`src/rtl/owt_pkg.sv`:
```
package owt_pkg;
    typedef enum logic {
        SEL_CFG = 1'b0,
        SEL_CNT = 1'b1
    } reg_sel_e;

    localparam int CFG_SRC_BIT = 1;
    localparam int CFG_DIV_LSB = 2;
endpackage

```
`src/rtl/owt_regs.sv`:
```
module owt_regs #(
    parameter int DATA_W = 8,
    parameter int DIV_W  = 2
) (
    input  logic              clk,
    input  logic              rst_n,
    input  logic              wr_en,
    input  logic              wr_sel,
    input  logic [DATA_W-1:0] wr_data,
    output logic              src_sel,
    output logic [DIV_W-1:0]  div_sel,
    output logic [DATA_W-1:0] count
);
    import owt_pkg::*;

    typedef struct packed {
        logic              src;
        logic [DIV_W-1:0]  div;
        logic [DATA_W-1:0] cnt;
    } regs_t;

    regs_t r_d, r_q;

    always_comb begin
        r_d = r_q;
        if (wr_en) begin
            if (reg_sel_e'(wr_sel) == SEL_CFG) begin
                r_d.src = wr_data[CFG_SRC_BIT];
                r_d.div = wr_data[CFG_DIV_LSB +: DIV_W];
            end else begin
                r_d.cnt = wr_data;
            end
        end
    end

    always_ff @(posedge clk or negedge rst_n) begin
        if (!rst_n) r_q <= '0;
        else        r_q <= r_d;
    end

    assign src_sel = r_q.src;
    assign div_sel = r_q.div;
    assign count   = r_q.cnt;
endmodule

```
`src/rtl/owt_start_det.sv`:
```
module owt_start_det #(
    parameter int N_OSC = 2
) (
    input  logic             clk,
    input  logic             rst_n,
    input  logic [N_OSC-1:0] osc_en,
    output logic             start
);
    logic [N_OSC-1:0] prev_d, prev_q;
    logic [N_OSC-1:0] rise;

    always_comb begin
        prev_d = osc_en;
        rise   = osc_en & ~prev_q;
    end

    always_ff @(posedge clk or negedge rst_n) begin
        if (!rst_n) prev_q <= '0;
        else        prev_q <= prev_d;
    end

    assign start = |rise;
endmodule

```
`src/rtl/owt_timer_core.sv`:
```
module owt_timer_core #(
    parameter int DATA_W    = 8,
    parameter int DIV_W     = 2,
    parameter int UNIT_LOG2 = 6
) (
    input  logic              clk,
    input  logic              rst_n,
    input  logic              start,
    input  logic              fast_tick,
    input  logic              slow_tick,
    input  logic              src_sel,
    input  logic [DIV_W-1:0]  div_sel,
    input  logic [DATA_W-1:0] count,
    input  logic              irq_en,
    output logic              busy,
    output logic              done,
    output logic              irq
);
    localparam int MAX_SHIFT = (1 << DIV_W) - 1;
    localparam int CNT_W     = DATA_W + UNIT_LOG2 + MAX_SHIFT;

    typedef struct packed {
        logic              busy;
        logic              done;
        logic              irq;
        logic              src;
        logic [DIV_W-1:0]  div;
        logic [DATA_W-1:0] n;
        logic [CNT_W-1:0]  cnt;
    } core_t;

    core_t s_d, s_q;
    logic              tick;
    logic [DATA_W-1:0] n_eff;
    logic [CNT_W-1:0]  target;
    logic [CNT_W-1:0]  cnt_inc;

    always_comb begin
        s_d     = s_q;
        s_d.irq = 1'b0;
        tick    = s_q.src ? slow_tick : fast_tick;
        n_eff   = (s_q.n == '0) ? DATA_W'(1) : s_q.n;
        target  = CNT_W'(n_eff) << (UNIT_LOG2 + int'(s_q.div));
        cnt_inc = s_q.cnt + CNT_W'(1);
        if (start) begin
            s_d.busy = 1'b1;
            s_d.done = 1'b0;
            s_d.src  = src_sel;
            s_d.div  = div_sel;
            s_d.n    = count;
            s_d.cnt  = '0;
        end else if (s_q.busy && tick) begin
            if (cnt_inc == target) begin
                s_d.busy = 1'b0;
                s_d.done = 1'b1;
                s_d.irq  = irq_en;
                s_d.cnt  = '0;
            end else begin
                s_d.cnt = cnt_inc;
            end
        end
    end

    always_ff @(posedge clk or negedge rst_n) begin
        if (!rst_n) s_q <= '0;
        else        s_q <= s_d;
    end

    assign busy = s_q.busy;
    assign done = s_q.done;
    assign irq  = s_q.irq;

    AST_IRQ_SINGLE: assert property (@(posedge clk) disable iff (!rst_n)
        s_q.irq |=> !s_q.irq);
    AST_IRQ_GATED: assert property (@(posedge clk) disable iff (!rst_n)
        $rose(s_q.irq) |-> $past(irq_en) && s_q.done);
    AST_DONE_EXCL: assert property (@(posedge clk) disable iff (!rst_n)
        !(s_q.done && s_q.busy));
    AST_DONE_HOLD: assert property (@(posedge clk) disable iff (!rst_n)
        s_q.done && !start |=> s_q.done);
    AST_CFG_FROZEN: assert property (@(posedge clk) disable iff (!rst_n)
        s_q.busy && !start |=> $stable(s_q.src) && $stable(s_q.div) && $stable(s_q.n));
    AST_CNT_BOUND: assert property (@(posedge clk) disable iff (!rst_n)
        s_q.busy |-> s_q.cnt < target);
endmodule

```
`src/rtl/osc_warmup_timer.sv`:
```
module osc_warmup_timer #(
    parameter int DATA_W    = 8,
    parameter int DIV_W     = 2,
    parameter int UNIT_LOG2 = 6,
    parameter int N_OSC     = 2
) (
    input  logic              clk,
    input  logic              rst_n,
    input  logic              fast_tick,
    input  logic              slow_tick,
    input  logic              wr_en,
    input  logic              wr_sel,
    input  logic [DATA_W-1:0] wr_data,
    input  logic [N_OSC-1:0]  osc_en,
    input  logic              irq_en,
    output logic              irq,
    output logic              done,
    output logic              busy
);
    logic              start;
    logic              src_sel;
    logic [DIV_W-1:0]  div_sel;
    logic [DATA_W-1:0] count;

    owt_regs #(.DATA_W(DATA_W), .DIV_W(DIV_W)) u_regs (
        .clk(clk), .rst_n(rst_n), .wr_en(wr_en), .wr_sel(wr_sel),
        .wr_data(wr_data), .src_sel(src_sel), .div_sel(div_sel), .count(count)
    );

    owt_start_det #(.N_OSC(N_OSC)) u_det (
        .clk(clk), .rst_n(rst_n), .osc_en(osc_en), .start(start)
    );

    owt_timer_core #(.DATA_W(DATA_W), .DIV_W(DIV_W), .UNIT_LOG2(UNIT_LOG2)) u_core (
        .clk(clk), .rst_n(rst_n), .start(start), .fast_tick(fast_tick),
        .slow_tick(slow_tick), .src_sel(src_sel), .div_sel(div_sel),
        .count(count), .irq_en(irq_en), .busy(busy), .done(done), .irq(irq)
    );

    AST_START_BUSY: assert property (@(posedge clk) disable iff (!rst_n)
        start |=> busy && !done);
endmodule

```
`config.mk`:
```
export PLATFORM = sky130hd
export DESIGN_NAME = osc_warmup_timer
export DESIGN_NICKNAME = d
export VERILOG_FILES = /design/src/rtl/owt_pkg.sv /design/src/rtl/owt_regs.sv /design/src/rtl/owt_start_det.sv /design/src/rtl/owt_timer_core.sv /design/src/rtl/osc_warmup_timer.sv
export SDC_FILE = /design/constraint.sdc
export NUM_CORES = 1
export LEC_CHECK = 0
export BUFFER_PORTS_ARGS = -buffer_cell sky130_fd_sc_hd__buf_2
export CORE_AREA = 2 2 71 73
export CTS_CLUSTER_SIZE = 10
export DETAILED_ROUTE_END_ITERATION = 16
export DIE_AREA = 0 0 73 75
export GPL_ROUTABILITY_DRIVEN = 0
export GPL_TIMING_DRIVEN = 0
export PLACE_DENSITY = 0.74
export RECOVER_POWER = 100
export SKIP_CTS_REPAIR_TIMING = 1
export SLEW_MARGIN = 10
export SYNTH_ARGS = -nofsm -noshare
export SYNTH_HDL_FRONTEND = slang
export SYNTH_SLANG_ARGS = --single-unit
```
`constraint.sdc`:
```
create_clock -name clk -period 4.83 [get_ports clk]
set_input_delay 0.483 -clock clk [delete_from_list [all_inputs] [get_ports clk]]
set_output_delay 0.483 -clock clk [all_outputs]
set_load 0.005 [all_outputs]
```
* After elaboration in Yosys (flattened, before gate mapping)
Index checks and enable logic that the tools add are counted.
W data, S select, Z words.
** Cells by class
- Add/sub/neg operators :: 2
- Equal/unequal tests :: 1
- Shift operators :: 1
- Multiplexer cells :: 9
- Bitwise operators :: 3
- Reductions and logical operators :: 8
** Operators with widths (count)
- $mux W17 :: 3
- $shl A8 B32 Y17 :: 1
- $add A17 B1 Y17 const B :: 1
- $eq A17 B17 Y1 :: 1
- $logic_not A8 Y1 :: 1
- $mux W8 :: 1
- $mux W3 :: 2
- $reduce_and A2 Y1 :: 3
- $add A3 B2 Y4 const A :: 1
- $reduce_bool A2 Y1 :: 2
- $and A2 B2 Y2 :: 1
- $mux W1 :: 2
- $mux W2 :: 1
- $not A2 Y2 :: 1
- $reduce_or A2 Y1 :: 1
- $logic_and A1 B1 Y1 :: 1
- $not A1 Y1 :: 1
** Storage, ports and cells
- Register bits after elaboration :: 44
- Input port bits :: 17
- Output and inout port bits :: 3

* Longest topological paths before layout
Gate-level depths: netlist (run 1).
- Depth in word-level cells :: 7
- Gate-level depth with buffers :: 9

* Hierarchy
A second synthesis (run 1) with hierarchy kept.
** Unflattened totals
- Cells, all modules :: 251
- Area total of the unflattened synthesis :: 2605.0 sq um
** Modules (own cells, without submodules)
- owt_timer_core :: instances 1, cells each 222, area each 2123.3 sq um
- owt_regs :: instances 1, cells each 24, area each 411.6 sq um
- owt_start_det :: instances 1, cells each 5, area each 70.1 sq um

* Least setup slack after synthesis (run 1)
Ideal clock, no wire load.
- Path type :: register -> register
- Start point :: reg u_core.s_q[0] (netlist bit)
- End point :: reg u_core.s_q[10] (netlist bit)
- Library setup time :: 0.139 ns
- Data arrival time :: 2.740 ns
- Setup slack :: 1.951 ns
- Stages on the path, launching flop included :: 9
- Clock period less this slack :: 2.879 ns
- Path through :: dfrtp_1 ha_1 and3_1 nand4_4 or3_1 a2111o_1 or4_4 o41ai_4 nor2_1
** On the way
- Cells in the longest elaborated chain, start to end :: 5
** RTL lines
- from (decl) :: RTL line owt_timer_core.sv:32 : core_t s_d, s_q;
- from (signal assigned) :: RTL line owt_timer_core.sv:65 : if (!rst_n) s_q <= '0;
- from (signal assigned) :: RTL line owt_timer_core.sv:66 : else s_q <= s_d;
- $add A17 B1 Y17 * :: RTL line owt_timer_core.sv:44 : cnt_inc = s_q.cnt + CNT_W'(1);
- $eq A17 B17 Y1 :: RTL line owt_timer_core.sv:53 : if (cnt_inc == target) begin
- $mux W17 * :: RTL line owt_timer_core.sv:53
- $mux W17 * :: RTL line owt_timer_core.sv:52 : end else if (s_q.busy && tick) begin
- $mux W17 * :: RTL line owt_timer_core.sv:45 : if (start) begin
Mark *: on every way between the ends. The rest lies on a longest branch, timed or not. The select of a mux whose other input is x is not followed.
A chain may end at the register's enable or synchronous reset.

* Worst setup path after layout (run 1)
- Start point :: reg u_core.s_q[0] (netlist bit)
- End point :: reg u_core.s_q[0] (netlist bit)
The elaborated chain is that of the path after synthesis.

==> results of run 1 <==
metal layers:
layer | GRT usage, % | vias to the layer above
met4 | 8.64 | 0
met5 | 0 | -
met1 | 27.1 | 922
met3 | 3.21 | 8
met2 | 30.7 | 33
li1 | - | 945
per-stage QoR:
step | hold slack, ns | worst slack, ns | util, % | total power, mW
floorplan | 0.187 | 1.95 | - | 0.607
global placement | 0.453 | 1.60 | 57.5 | 0.653
detailed placement | 0.461 | 1.57 | 57.5 | 0.660
CTS | 0.286 | 1.55 | 59.5 | 0.903
global route | 0.289 | 1.08 | 58.9 | 0.933
finish | 0.299 | 1.42 | 58.9 | 0.881
cells in the final DEF, fill, tap and decap left out, types with 4 or more instances in the layout:
master / instances
sky130_fd_sc_hd__a21oi_1: 4
sky130_fd_sc_hd__buf_2: 19
sky130_fd_sc_hd__clkbuf_1: 11
sky130_fd_sc_hd__clkbuf_8: 6
sky130_fd_sc_hd__dfrtp_1: 44
sky130_fd_sc_hd__inv_1: 5
sky130_fd_sc_hd__mux2_2: 14
sky130_fd_sc_hd__mux4_2: 4
sky130_fd_sc_hd__nand2_1: 49
sky130_fd_sc_hd__nand3_1: 6
sky130_fd_sc_hd__nand4_1: 7
sky130_fd_sc_hd__nor2_1: 26
sky130_fd_sc_hd__nor3_1: 6
sky130_fd_sc_hd__nor4_1: 4
sky130_fd_sc_hd__o21ai_0: 6
sky130_fd_sc_hd__or3_1: 4
sky130_fd_sc_hd__xnor2_1: 15
sky130_fd_sc_hd__xor2_1: 12
final timing paths:
| kind | start | end | slack [ns] | depth (start not counted) |
|---|---|---|---|---|
| max | u_core.s_q[0] | u_core.s_q[0] | 1.42 | 8 |
| min reg2reg | u_regs.count[0] | u_core.s_q[17] | 0.48 | 2 |
| min in group asynchronous | rst_n | u_core.s_q[5] | 0.85 | 1 |
| min | osc_en[0] | u_det.prev_q[0] | 0.30 | 1 |
| max in group asynchronous | rst_n | u_core.done | 2.66 | 1 |
| max reg2reg | u_core.s_q[0] | u_core.s_q[0] | 1.42 | 8 |
registers in the layout (all words and copies together) (netlist names):
signal / flops
u_core.busy: 1
u_core.irq: 1
u_det.prev_q: 2
u_regs.src_sel: 1
u_core.s_q: 28
u_regs.count: 8
u_core.done: 1
u_regs.div_sel: 2
cells by family after synthesis:
family          share of synthesized area [%]
simple gates                             23.3
flops                                    43.7
xor+xnor                                 10.9
compound gates                           7.85
mux                                      10.6
buf+inv                                  3.08
fa+ha+maj                               0.497
power groups by stage:
stage / logic [mW] / clock network, mW / registers (mW)
floorplan: 0.173 / 0 / 0.434
global placement: 0.211 / 0 / 0.442
detailed placement: 0.216 / 0 / 0.444
CTS: 0.217 / 0.250 / 0.436
global route: 0.233 / 0.258 / 0.442
finish: 0.206 / 0.238 / 0.436
cell usage after synthesis (all sizes together) (3+ instances only):
cell type	n
and3	3
a21oi	4
nand3	7
nand2	49
mux4	4
dfrtp	44
buf	8
xor2	12
xnor2	16
nor3	6
nand4	8
inv	5
o21ai	7
or3	4
clkbuf	4
nor4	4
mux2	14
nor2	26
final cells by class:
class	instances	area share, %
Multi-Input combinational cell	194	48.2
Buffer	12	1.87
Tap cell	54	2.46
Sequential cell	44	40.1
Timing Repair Buffer	19	3.28
Inverter	5	0.683
Clock buffer	7	3.14
Clock inverter	1	0.273
==> impl_summary.md, run 1 <==
Setup path
Traced cell by cell, the critical path runs through ha_1 > and3_1 > nand4_4 > or3_1 > a2111o_1 > or4_1 > nor3_1 > o21ai_0. The library cell contributing the largest single delay on the critical path is sky130_fd_sc_hd__nor3_1. The cell family contributing the most delay on the critical path is simple AND/OR/NAND/NOR gates.

The largest single stage delay on the critical path is 0.62 ns. The worst setup path is launched from a flop. The number of buffers and inverters on the critical path is 0.

The critical path is of the reg -> reg type. The data required time at the worst endpoint is 4.98 ns. Data arrives at the worst endpoint at about 3.6 ns. The top fanout value on the critical path is 7. STA classifies the critical path endpoint as a flop.

Clock network
The clock net sink count is 44. The clock edge transition at the registers on the reported setup and hold paths is ~0.080 ns. The tree is rooted in a sky130_fd_sc_hd__clkbuf_8. Clock latency on the worst-skew pair, taken at its later pin, is 0.30 ns. The H-tree was split into 2 levels. TritonCTS created 5 clock buffers. TritonCTS built the clock tree. The maximum buffer depth of the clock tree is 2.

Logic synthesis
The number of nets in the synthesized netlist is 273. The top cell type by area accounts for between 40% and 50% of the synthesized area. The synthesized design contains 0 enable-type register cells. By area the synthesized netlist is led by sky130_fd_sc_hd__dfrtp_1, sky130_fd_sc_hd__nand2_1, sky130_fd_sc_hd__mux2_2. The Yosys step of the flow raised 0 warnings.

Synthesis produced a netlist whose cell count is ~260. The count of different cell masters after synthesis is 50. The cell accounting for the most synthesized area is sky130_fd_sc_hd__dfrtp_1.

The post-synth design cell area is between 0.002 and 0.003 sq mm. In this run, synthesis produced a sequential element count of 44. Counting flops with an async set or reset pin after synthesis yields a share of 100%. The prevailing post-synth register cell is sky130_fd_sc_hd__dfrtp_1. The share of the Yosys chip area taken by registers is 43.7%. Averaged over all synthesized cells, the footprint is about 9.9 sq um.

Power and ir drop
The switching share of total power is between 20% and 30%. Of the total power, combinational logic draws 23.4%. Of the total power, registers draw 49.5%. The analysis attributes to cell leakage a power of 1.20 nW. The total internal power is 618 uW.

The clock network burns a little over a quarter of the power. The largest vdd supply drop is around 0.00025 V. In this run the power spent charging and discharging nets is about 260 uW.

For this design the ratio of total power to cell area is 321 mW/mm^2.

Final layout
The multi-input combinational cell area is 0.00132 sq mm. The final layout contains approximately 300 nets. The number of filler instances in the final layout is ~410. The final non-filler cell total is 336. The layout overhead on the synthesized area is 9.10%. The proportion of layout cells with a drive suffix above 1 is 18.1%.

The post-layout instance area is 0.00275 sq mm. The area occupied by registers is ~0.0011 sq mm. The antenna diode count is 0.

Drt
The number of DRC violations after detailed routing is 0. The via-per-instance ratio is 5.68. For this block, the initial DRC count from the detailed router was 74.

The met1 routed wirelength after detailed routing is about 2300 um. Wire segments on met3 add up to approximately 140 um in the final route. The number of optimization iterations in the first detailed-route pass is 4. The overall routed net length is 4700 um. The met2 wirelength from detailed routing is 2190 um.

The detail route stage leaves a number of antenna-violating nets equal to 0. The count of vias placed by the detailed router is 1908. Signal routing reaches up to met4. The detail-routed net length per standard cell is 14.0 um.

Placed design
The count of buffers inserted at the top-level ports is 19. Summing all placed instances gives a cell area of between 0.002 and 0.003 sq mm. The number of placed instances, taps included is 328. Detailed placement finished with a half-perimeter wire length of 3440 um.

STA
The minimum clock period after layout is 3.41 ns. At the pin with the least slew margin, the transition time is 2.28 ns. The number of failing hold endpoints at the final stage came to 0. The maximum clock frequency is approximately 290 MHz. Setup repair after global routing left no endpoint under its margin. In the final timing run, aggregate negative setup slack is 0 ns.

The worst path uses a little over two thirds of the clock period. The final count of pins violating max slew was 45. The number of setup violations in the final report is 0. The worst-case headroom to the max-slew limit is -52.2%. The post-route clock skew is 0.00489 ns.

Hold path
The type of the worst min-delay path is in -> reg.

Floorplan
The die area is 0.00548 sq mm. The core region is 0.00466 sq mm. For this design the top-level I/O count stands at 20. Once the floorplan was initialized, standard cells occupied 54.0% of the core. Row generation in the floorplan step produced 25 rows. The height of the die is between 70 and 80 um. From left edge to right edge, the die measures 73 um.

GRT
Entering global routing, the biggest net connects 45 pins. The residual overflow from global routing is 0. The overall routing resource usage is approximately a fifth. The number of global-route vias before repair is 1792. The first global-routing pass estimated ~8000 um of wire.

The initial antenna violation count is 0.

Run status
The final reports fail on capacitance limit, slew limit. The flow ran to the end, but the final reports show violations.

Job
The number of max-cap violations is 1.
Note: power is estimated with default switching activity, not from simulation.
==> run 2, diff against run 1 <==
Clock period 4.83 ns to 3.25 ns, I/O delays scaled along.
==> run 2 against run 1 <==
Effect of this change:
- the flow still finishes with violations (capacitance limit, slew limit)
- combinational power rose by 55%
- fmax increased by 9.5%
- via count fell by 0.94%
- clock skew about the same
- critical path depth up 1
- power rose by 50%
- wire length grew 0.47%
- critical path type unchanged
==> impl_summary.md, run 2 (synthesized netlist as in run 1, its figures left out) <==
Final layout
The count of nets after finishing came to 300 (+0.33%). The number of flip-flops under the largest register name came to 28 (unchanged). The top cell types in the final layout, fill and taps aside, are sky130_fd_sc_hd__nand2_1, sky130_fd_sc_hd__dfrtp_1, sky130_fd_sc_hd__nor2_1. The layout overhead on the synthesized area is 10.4%.

The register with the most flip-flops in the final layout is u_core.s_q. The library cell used most frequently in the layout, excluding fill and tap cells, is sky130_fd_sc_hd__nand2_1. The proportion of layout cells with a drive suffix above 1 is 20.1% (+2.1 points). The post-layout instance area is 0.00278 sq mm (+1.2%). The antenna diode count is 0 (unchanged).

Setup path
The category of the critical setup timing path is reg -> reg. The library cell contributing the largest single delay on the critical path is sky130_fd_sc_hd__or4_4. The maximum single-stage delay on the critical path is 0.53 ns (-0.09 ns).

STA classifies the critical path endpoint as a flop. The worst-case register-to-register setup slack was 0.14 ns (-1.29 ns). The count of buffer and inverter cells on the critical path was 1 (+1). Walking the worst path, the cells encountered are ha_2 > and3_1 > nand4_4 > or3_1 > a2111o_1 > or4_4 > o41ai_4 > buf_4 > nor2_1. In this run the critical register-to-register path is launched from u_core.s_q[1]. The critical path's top delay family is simple AND/OR/NAND/NOR gates. The arrival time at the worst endpoint is 3.30 ns (-0.26 ns). The worst flop-to-flop path endpoint is u_core.s_q[10]. The startpoint type of the worst setup path is a flop. The data required time at the worst endpoint was 3.44 ns (-1.54 ns). The top fanout value on the critical path is 9 (+2).

The number of cells traversed by the worst register-to-register path is 9 (+1).

Placed design
The area of placed instances came to 0.00268 sq mm (unchanged). The count of buffers inserted at the top-level ports is 19 (unchanged). The post-DP HPWL was 3440 um (unchanged).

GRT
The initial antenna violation count is 0 (unchanged). The wire length of the first global-routing pass is 8120 um (unchanged). The overall routing resource usage is 19.6% (unchanged).

The pin count of the biggest net entering global routing is 45 (unchanged). The number of global-route vias before repair is 1792 (unchanged). The residual overflow from global routing came to 0 (unchanged).

Drt
The residual antenna-violating net count after detailed routing is 0 (unchanged). The via-per-instance ratio was 5.61 (-1.2%). The detail-routed net length per standard cell came to 14.0 um (+0.17%). The overall routed net length is 4720 um (+0.47%).

The count of vias placed by the detailed router was 1890 (-0.94%). The number of optimization iterations in the first detailed-route pass is 6 (+2). The count of routing violations after the opening detailed-route iteration is 82 (+11%). The number of DRC violations after detailed routing was 0 (unchanged).

Floorplan
The die span in x is 73 um (unchanged). The core area is 0.00466 sq mm (unchanged). The starting density of the core is 54.0% (unchanged). The number of placement rows is 25 (unchanged). The height of the die was 75 um (unchanged). The die area is 0.00548 sq mm (unchanged). The total I/O pin count is 20 (unchanged).

STA
Setup repair after global routing left no endpoint under its margin. The final count of pins violating max slew is 45 (unchanged). The maximum clock frequency is 321 MHz (+9.5%). The ratio of final minimum period to clock period is 95.7% (+25 points). The worst hold slack is 0.141 ns (-0.157 ns). The worst-case headroom to the max-slew limit is -52.7% (-0.55 points). The number of failing hold endpoints at the final stage is 0 (unchanged). The slew at the pin closest to its max-slew limit came to 2.29 ns (+0.00825 ns). The number of setup violations in the final report came to 0 (unchanged). The aggregate negative setup slack came to 0 ns (unchanged). The post-route clock skew was 0.00493 ns (+0.0000404 ns).

The minimum clock period after layout is 3.11 ns (-0.295 ns).

Power and ir drop
The largest vdd supply drop is 0.000372 V (+50%). The total chip power is 1.32 mW (+50%). The switching component of the power is 397 uW (+51%). The clock share of power was 26.7% (-0.4 points). The switching share of total power is 30.1% (+0.24 points). The power per cell area is 475 mW/mm^2 (+48%). The total internal power was 924 uW (+50%).

The static leakage is 1.22 nW (+1.1%). The sequential power share is 49.1% (-0.4 points). The combinational share of power is 24.1% (+0.7 points).

Hold path
The launch instance of the worst min-delay path is osc_en[0]. The worst hold path terminates at u_det.prev_q[0]. The type of the worst min-delay path is in -> reg. The number of cells traversed by the worst hold path is 1 (unchanged).

Clock network
The clock insertion delay at the later pin of the skew report was 0.30 ns (about the same). The clock edge transition at the registers on the reported setup and hold paths is 0.08 ns (about the same). TritonCTS built the clock tree. The H-tree level count is 2 (unchanged).

The total CTS buffers was 5 (unchanged). The clock net sink count is 44 (unchanged). The library cell used as clock root buffer is sky130_fd_sc_hd__clkbuf_8.

The maximum buffer depth of the clock tree is 2 (unchanged).

Job
The number of max-cap violations is 1 (unchanged).

Run status
The checks that failed: capacitance limit, slew limit. The flow ran to the end, but the final reports show violations.
run 2: area by class of cell:
cell class / count / area (sq um)
buffer: 12 / 58.8
clock buffer: 7 / 86.3
clock inverter: 1 / 7.51
fill: 407 / 1880
inverter: 5 / 18.8
multi-input combinational: 194 / 1340
sequential: 44 / 1100
tap: 54 / 67.6
timing repair buffer: 20 / 97.6
run 2: worst register-to-register path, stage by stage (launching register included):
cell and delay [ns]:
sky130_fd_sc_hd__dfrtp_1 0.43, sky130_fd_sc_hd__ha_2 0.25, sky130_fd_sc_hd__and3_1 0.27, sky130_fd_sc_hd__nand4_4 0.14
sky130_fd_sc_hd__or3_1 0.37, sky130_fd_sc_hd__a2111o_1 0.44, sky130_fd_sc_hd__or4_4 0.53, sky130_fd_sc_hd__o41ai_4 0.28
sky130_fd_sc_hd__buf_4 0.22, sky130_fd_sc_hd__nor2_1 0.07
run 2: worst max path at each step:
stage	from	to	slack, ns	depth (start not counted)
4_1_cts	u_core.s_q[0]	u_core.s_q[10]	-0.03	8
2_1_floorplan	u_core.s_q[0]	u_core.s_q[10]	0.37	8
5_1_grt	u_core.s_q[1]	u_core.s_q[10]	0.02	9
3_5_place_dp	u_core.s_q[0]	u_core.s_q[10]	-0.01	8
3_3_place_gp	u_core.s_q[0]	u_core.s_q[16]	0.02	8
6_report	u_core.s_q[1]	u_core.s_q[10]	0.14	9
run 2: per-stage QoR:
stage                     std cells  util, %  worst slack (ns)
after global placement          328     57.5            0.0174
after detailed placement        328     57.5           -0.0122
after CTS                       336     59.5           -0.0264
after global routing            337     59.7            0.0223
final                           337     59.7             0.138
after floorplan                 255        -             0.371
run 2: power by group through the flow:
stage / combinational (mW) / clock, mW / sequential [mW]
floorplan: 0.257 / 0 / 0.645
global placement: 0.314 / 0 / 0.657
detailed placement: 0.321 / 0 / 0.660
CTS: 0.322 / 0.371 / 0.648
global route: 0.358 / 0.384 / 0.658
finish: 0.319 / 0.353 / 0.649
run 2: per-layer routing:
metal  track usage [%]  vias to the layer above  wire length [um]
li1                  -                      947                 -
met1              27.1                      915              2320
met5                 0                        -                 0
met4              8.64                        0                79
met2              30.7                       22              2210
met3              3.21                        6               111
